===== src/rtl/lock_guard_pkg.sv =====
package lock_guard_pkg;
  localparam int FUSE_COUNT = 3;

  typedef enum logic [1:0] {
    LVL_OPEN    = 2'd0,
    LVL_NOWRITE = 2'd1,
    LVL_NOREAD  = 2'd2,
    LVL_SEALED  = 2'd3
  } prot_lvl_e;
endpackage


===== src/rtl/lock_level_decode.sv =====
module lock_level_decode
  import lock_guard_pkg::*;
#(
  parameter int NLOCK = FUSE_COUNT
) (
  input  logic [NLOCK-1:0] lock_bits,
  output prot_lvl_e        level
);
  localparam int CW = $clog2(NLOCK + 1);

  logic [CW-1:0]    ones;
  logic [NLOCK-1:0] thermo;

  // Valid patterns are thermometer codes filled from bit 0 upward.
  always_comb begin
    ones = '0;
    for (int i = 0; i < NLOCK; i++) ones = ones + CW'(lock_bits[i]);
    thermo = '0;
    for (int i = 0; i < NLOCK; i++) thermo[i] = (CW'(i) < ones);
    if (thermo == lock_bits) level = prot_lvl_e'(ones);
    else                     level = LVL_SEALED;
  end
endmodule


===== src/rtl/ea_keeper.sv =====
module ea_keeper (
  input  logic clk,
  input  logic rst,
  input  logic ea_pin,
  input  logic fuse1,
  output logic ea_now
);
  // Captured strap; deliberately left without a reset value so that it
  // holds whatever it powered up with until the first reset loads it.
  logic held;

  always_ff @(posedge clk) begin
    if (rst) held <= ea_pin;
  end

  assign ea_now = fuse1 ? held : ea_pin;
endmodule


===== src/rtl/code_route.sv =====
module code_route #(
  parameter int ADDR_W    = 16,
  parameter int INT_BYTES = 4096
) (
  input  logic [ADDR_W-1:0] addr,
  input  logic              ea,
  output logic              internal
);
  localparam int INT_AW = $clog2(INT_BYTES);

  assign internal = ea && (addr[ADDR_W-1:INT_AW] == '0);
endmodule


===== src/rtl/code_lock_guard.sv =====
module code_lock_guard
  import lock_guard_pkg::*;
#(
  parameter int ADDR_W    = 16,
  parameter int INT_BYTES = 4096
) (
  input  logic              clk,
  input  logic              rst,
  input  logic [2:0]        lock_bits,
  input  logic              ea_pin,
  input  logic              fetch_req,
  input  logic [ADDR_W-1:0] fetch_addr,
  input  logic              movc_req,
  input  logic [ADDR_W-1:0] movc_addr,
  input  logic              movc_from_ext,
  input  logic              prog_req,
  input  logic              vfy_req,
  output logic              fetch_grant,
  output logic              fetch_deny,
  output logic              fetch_ext,
  output logic              movc_grant,
  output logic              movc_deny,
  output logic              prog_grant,
  output logic              prog_deny,
  output logic              vfy_grant,
  output logic              vfy_deny,
  output logic              ea_eff,
  output logic [1:0]        prot_level
);
  localparam int NPORT = 2;

  prot_lvl_e         lvl;
  logic              ea_now;
  logic [ADDR_W-1:0] rt_addr [NPORT];
  logic              rt_int  [NPORT];

  lock_level_decode #(.NLOCK(FUSE_COUNT)) u_dec (
    .lock_bits (lock_bits),
    .level     (lvl)
  );

  ea_keeper u_ea (
    .clk    (clk),
    .rst    (rst),
    .ea_pin (ea_pin),
    .fuse1  (lock_bits[0]),
    .ea_now (ea_now)
  );

  assign rt_addr[0] = fetch_addr;
  assign rt_addr[1] = movc_addr;

  for (genvar g = 0; g < NPORT; g++) begin : g_route
    code_route #(.ADDR_W(ADDR_W), .INT_BYTES(INT_BYTES)) u_rt (
      .addr     (rt_addr[g]),
      .ea       (ea_now),
      .internal (rt_int[g])
    );
  end

  logic allow_fetch, allow_movc, allow_prog, allow_vfy;

  always_comb begin
    allow_fetch = rt_int[0] || (lvl != LVL_SEALED);
    allow_movc  = !(movc_from_ext && rt_int[1] && (lvl != LVL_OPEN));
    allow_prog  = (lvl == LVL_OPEN);
    allow_vfy   = (lvl == LVL_OPEN) || (lvl == LVL_NOWRITE);
  end

  always_ff @(posedge clk) begin
    if (rst) begin
      fetch_grant <= 1'b0;
      fetch_deny  <= 1'b0;
      fetch_ext   <= 1'b0;
      movc_grant  <= 1'b0;
      movc_deny   <= 1'b0;
      prog_grant  <= 1'b0;
      prog_deny   <= 1'b0;
      vfy_grant   <= 1'b0;
      vfy_deny    <= 1'b0;
      ea_eff      <= 1'b0;
      prot_level  <= 2'd0;
    end else begin
      fetch_grant <= fetch_req && allow_fetch;
      fetch_deny  <= fetch_req && !allow_fetch;
      fetch_ext   <= fetch_req && !rt_int[0];
      movc_grant  <= movc_req && allow_movc;
      movc_deny   <= movc_req && !allow_movc;
      prog_grant  <= prog_req && allow_prog;
      prog_deny   <= prog_req && !allow_prog;
      vfy_grant   <= vfy_req && allow_vfy;
      vfy_deny    <= vfy_req && !allow_vfy;
      ea_eff      <= ea_now;
      prot_level  <= lvl;
    end
  end
endmodule


===== config.mk =====
export PLATFORM = sky130hd
export DESIGN_NAME = code_lock_guard
export DESIGN_NICKNAME = d
export VERILOG_FILES = /design/src/rtl/lock_guard_pkg.sv /design/src/rtl/lock_level_decode.sv /design/src/rtl/ea_keeper.sv /design/src/rtl/code_route.sv /design/src/rtl/code_lock_guard.sv
export SDC_FILE = /design/constraint.sdc
export NUM_CORES = 1
export LEC_CHECK = 0
export BUFFER_PORTS_ARGS = -buffer_cell sky130_fd_sc_hd__buf_2
export CAP_MARGIN = 20
export CORE_UTILIZATION = 29
export CTS_BUF_LIST = sky130_fd_sc_hd__clkbuf_2 sky130_fd_sc_hd__clkbuf_4 sky130_fd_sc_hd__clkbuf_8
export DETAILED_ROUTE_END_ITERATION = 10
export PLACE_DENSITY = 0.75
export REMOVE_ABC_BUFFERS = 1
export SYNTH_ARGS = -nofsm -noshare
export SYNTH_HDL_FRONTEND = slang
export SYNTH_HIERARCHICAL = 1
export SYNTH_SLANG_ARGS = --single-unit

===== constraint.sdc =====
create_clock -name clk -period 1.1 [get_ports clk]
set_input_delay 0.22 -clock clk [delete_from_list [all_inputs] [get_ports clk]]
set_output_delay 0.22 -clock clk [all_outputs]
set_load 0.01 [all_outputs]

=== After elaboration in Yosys (flattened, before gate mapping) ===
Index checks and enable logic that the tools add are counted.

* Register bits after elaboration: 13
* Bits in latches: 0
* RAM bits: 0
* ROM bits: 0
* Input bits: 43
* Output and inout port bits: 12
* Word-level logic and storage cells: 46
* Memories kept: 0

* $add $sub $neg: 2
* Multiply operators: 0
* Div/mod/pow operators: 0
* Order comparisons: 3
* Eq/ne operators: 3
* Shifts and indexed selects: 0
* Muxes and demuxes: 2
* Bitwise logic cells: 0
* Reduce and logical (&&, ||, !) cells: 24

{| class="wikitable"
|+ Operators with widths
! operator !! number
|-
| logical AND 1 bit || 13
|-
| zero test 4 bit || 2
|-
| zero test 1 bit || 5
|-
| < comparator 1 x 2 -> 1 bit (first input constant) || 2
|-
| == test 3 bit || 1
|-
| adder 1 x 1 -> 2 bit || 1
|-
| adder 2 x 1 -> 2 bit || 1
|-
| == test 2 x 1 -> 1 bit (second input constant) || 1
|-
| zero test 2 bit || 1
|-
| logical OR 1 bit || 2
|-
| < comparator 2 bit (first input constant) || 1
|-
| 2-to-1 mux 2 bit || 1
|-
| inequality test 2 bit (second input constant) || 1
|-
| nonzero test 2 bit || 1
|-
| 2-to-1 mux 1 bit || 1
|}

=== Logic depth before layout (Yosys ltp) ===
* Depth in word-level cells: 9
* Depth in mapped cells: 5
* Depth with buffers taken out: 5

=== Modules after synthesis ===
The synthesis kept the hierarchy.

{| class="wikitable"
|+ Modules (own cells, without submodules)
! module !! instances !! cells each !! area each (um^2) !! sequential area each (um^2)
|-
| code_lock_guard || 1 || 30 || 356.6 || 240.2
|-
| ea_keeper || 1 || 2 || 45.0 || 30.0
|-
| code_route || 2 || 2 || 18.8 || 0.0
|-
| lock_level_decode || 1 || 3 || 21.3 || 0.0
|}

=== Worst setup path before layout ===
OpenSTA, ideal clock, no wires.

* Path kind: register -> register
* From: register u_ea.held
* To: register fetch_deny
* Setup time: 58 ps
* Arrival: 1012 ps
* Required time: 1042 ps
* Setup slack: 30 ps
* Stages on the path, launching flop included: 6
* Path buffers: 0
* Period minus slack after synthesis: 1070 ps
* Cell sequence: edfxtp_1 -> mux2_4 -> nand2b_1 -> nor4_2 -> nor3b_2 -> and2b_1

{| class="wikitable"
|+ RTL lines
! element !! line !! RTL
|-
| start, declared || ea_keeper.sv:10 || <nowiki>logic held;</nowiki>
|-
| start signal, assigned || ea_keeper.sv:13 || <nowiki>if (rst) held <= ea_pin;</nowiki>
|-
| end signal, assigned || code_lock_guard.sv:85 || <nowiki>fetch_deny <= fetch_req && !allow_fetch;</nowiki>
|-
| end, declared || code_lock_guard.sv:19 || <nowiki>output logic fetch_deny,</nowiki>
|}

==> impl_metrics.json <==
{
  "cts_buffers": 3,
  "grtUsageMet3_pct": 2.61,
  "core_region_area_sq_um": 1490,
  "die_w_um": 41.8,
  "hold_slack_ns": 0.149,
  "synth_warnings": 6,
  "wl_per_cell_um": 9.52,
  "synthToLayoutAreaGrowth_pct": 50.3,
  "outcome": "complete, but fails checks",
  "worst-setup-path-type": "reg -> reg",
  "min_period_ns": 1.16,
  "nFillCells": 149,
  "via_count": 384,
  "dpl.hpwl_um": 687,
  "netlist_instances": 39,
  "required_ns": 1.32,
  "met1_usage_pct": 13.7,
  "peakVddDrop_uv": 413,
  "dpl_worst_slack_ns": -0.132,
  "holdBufCountCts": 0,
  "setup-violations-final": 3,
  "die_y_um": 41.8,
  "grt_overflow": 0,
  "place.gp.congestion": 0.680,
  "busiest_layer": "met2",
  "yosysTopAreaCell": "dfxtp_1",
  "p_leak_nw": 0.353,
  "grt_max_degree": 10,
  "ios": 55,
  "clock_skew_ns": 0.00157,
  "drtAntennaViolNets": 0,
  "final_nets": 119,
  "cts_num_sinks": 13,
  "use_met2_pct": 16.9,
  "layout-drive-gt1-share_pct": 54.7,
  "track_usage_pct": 10.8,
  "cts.reportedPaths.clkPinSlew_ns": 0.07,
  "grt_setup_unrepaired": "yes",
  "yosys.area.top_type_share_pct": 52.2,
  "grt_pass1_vias": 347,
  "max_slew.worst_pin.slew_ns": 0.247,
  "yosys-top-cells-area": "dfxtp_1, nand2b_1, nor2b_1, edfxtp_1, nor4_2",
  "critPathMaxFanout": 3,
  "yosysSeqAreaShare_pct": 58.7,
  "start_util_pct": 30.9,
  "hold_violations": 0,
  "syn_area_sq_um": 460,
  "critical_path_arrival_ns": 1.37,
  "h-tree-depth": 1,
  "drt_pass1_iterations": 2,
  "period_share_pct": 105,
  "vias_per_cell": 4.22,
  "grt_antenna_before_repair": 0,
  "grt_pass1_wl_um": 1420,
  "finalMaxSlewViolations": 0,
  "cts-root-buf": "clkbuf_4",
  "die_area_sq_um": 1750,
  "clock_path_buffers": 2,
  "cts_tree": "yes",
  "hold_class": "in -> reg",
  "p_total_uw": 947,
  "cap_viol_max_count": 0,
  "power_density_nw_per_um2": 1370,
  "syn_area_per_cell_sq_um": 11.8,
  "final_cell_mix": "buf_2, dfxtp_1, nor2b_1",
  "n_antenna_cell": 0,
  "endpoint_kind": "flop",
  "synthDistinctLibCells": 17,
  "start_kind": "flop",
  "yosys_register_bits": 13,
  "drtIter0Drc": 3,
  "row_count": 14,
  "portBuffers": 30,
  "drc": 0,
  "worst_slack_ns": -0.0567,
  "layout_commonest_cell": "buf_2",
  "violations": "setup timing",
  "drt_wl_total_um": 866,
  "fmax_ghz": 0.865,
  "clkLatencyLatePin_ns": 0.26,
  "maxSlewHeadroom_pct": 83.4
}
[worst paths after layout]
path                   from          to  slack, ns  cells past startpoint
hold / removal       ea_pin   u_ea/held       0.15                      1
setup reg to reg  u_ea/held  fetch_deny      -0.06                      5
hold reg to reg   u_ea/held      ea_eff       0.68                      2
setup / recovery  u_ea/held  fetch_deny      -0.06                      5
[cell families (layout without fill, tap and decap cells)]
kind of cell | Yosys count | in the layout | share of synthesized area (%)
compound gates | 2 | 2 | 3.81
simple gates | 21 | 21 | 31.5
buf+inv | 1 | 37 | 0.814
flops | 13 | 13 | 58.7
mux | 1 | 1 | 3.26
xor+xnor | 1 | 1 | 1.90
[registers in the layout (all words and copies together) (netlist names)]
signal / cells
prot_level: 2
ea_eff: 1
fetch_deny: 1
fetch_ext: 1
fetch_grant: 1
movc_deny: 1
movc_grant: 1
prog_deny: 1
prog_grant: 1
u_ea/held: 1
vfy_deny: 1
vfy_grant: 1
[synthesized netlist by cell type (all sizes together)]
cell type and number:
nor2b 5, inv 1, nor3b 2, edfxtp 1, or2 2, o211ai 1
xnor2 1, nor4 2, o211a 1, and3 1, mux2 1, dfxtp 12
and2b 1, nand2 1, nand2b 5, nor2 2
[timing repair]
action                     CTS  global route
pin swaps                    1             0
setup buffers                0             0
setup endpoints to repair    3             4
resized for setup            2             0
[per-layer routing]
metal | vias to the layer above | wire length (um)
met4 | 0 | 0
met2 | 21 | 400
li1 | 200 | -
met1 | 163 | 388
met5 | - | 0
met3 | 0 | 77
[power by group]
group | internal, mW | switching, mW | leakage, nW
sequential | 0.501 | 0.00551 | 0.109
clock | 0.165 | 0.140 | 0.0184
combinational | 0.0724 | 0.0636 | 0.226
total | 0.738 | 0.209 | 0.353
[per-stage QoR]
| step | area (sq um) | cells | TNS, ns | utilization (%) |
|---|---|---|---|---|
| finish | 692 | 91 | -0.110 | 46.5 |
| global route | 692 | 91 | -0.297 | 46.5 |
| CTS | 692 | 91 | -0.140 | 46.5 |
| detailed placement | 646 | 87 | -0.354 | 43.4 |
| global placement | 646 | 87 | -0.254 | 43.4 |
| floorplan | 460 | 39 | 0 | - |
[layout make-up]
type                            count  area (sq um)  share of cell area (%)
Multi-Input combinational cell     25           203                    29.3
Timing Repair Buffer               32           165                    23.9
Inverter                            1          3.75                   0.542
Clock buffer                        4          30.0                    4.34
Tap cell                           16          20.0                    2.89
Sequential cell                    13           270                    39.1
[worst max-delay path, cell delays in order (launching register included)]
cell,delay [ns]
edfxtp_1,0.39
mux2_4,0.30
nand2b_4,0.08
nor4_4,0.04
nor3b_2,0.16
and2b_1,0.14
Power figures use the tool's default switching activity.
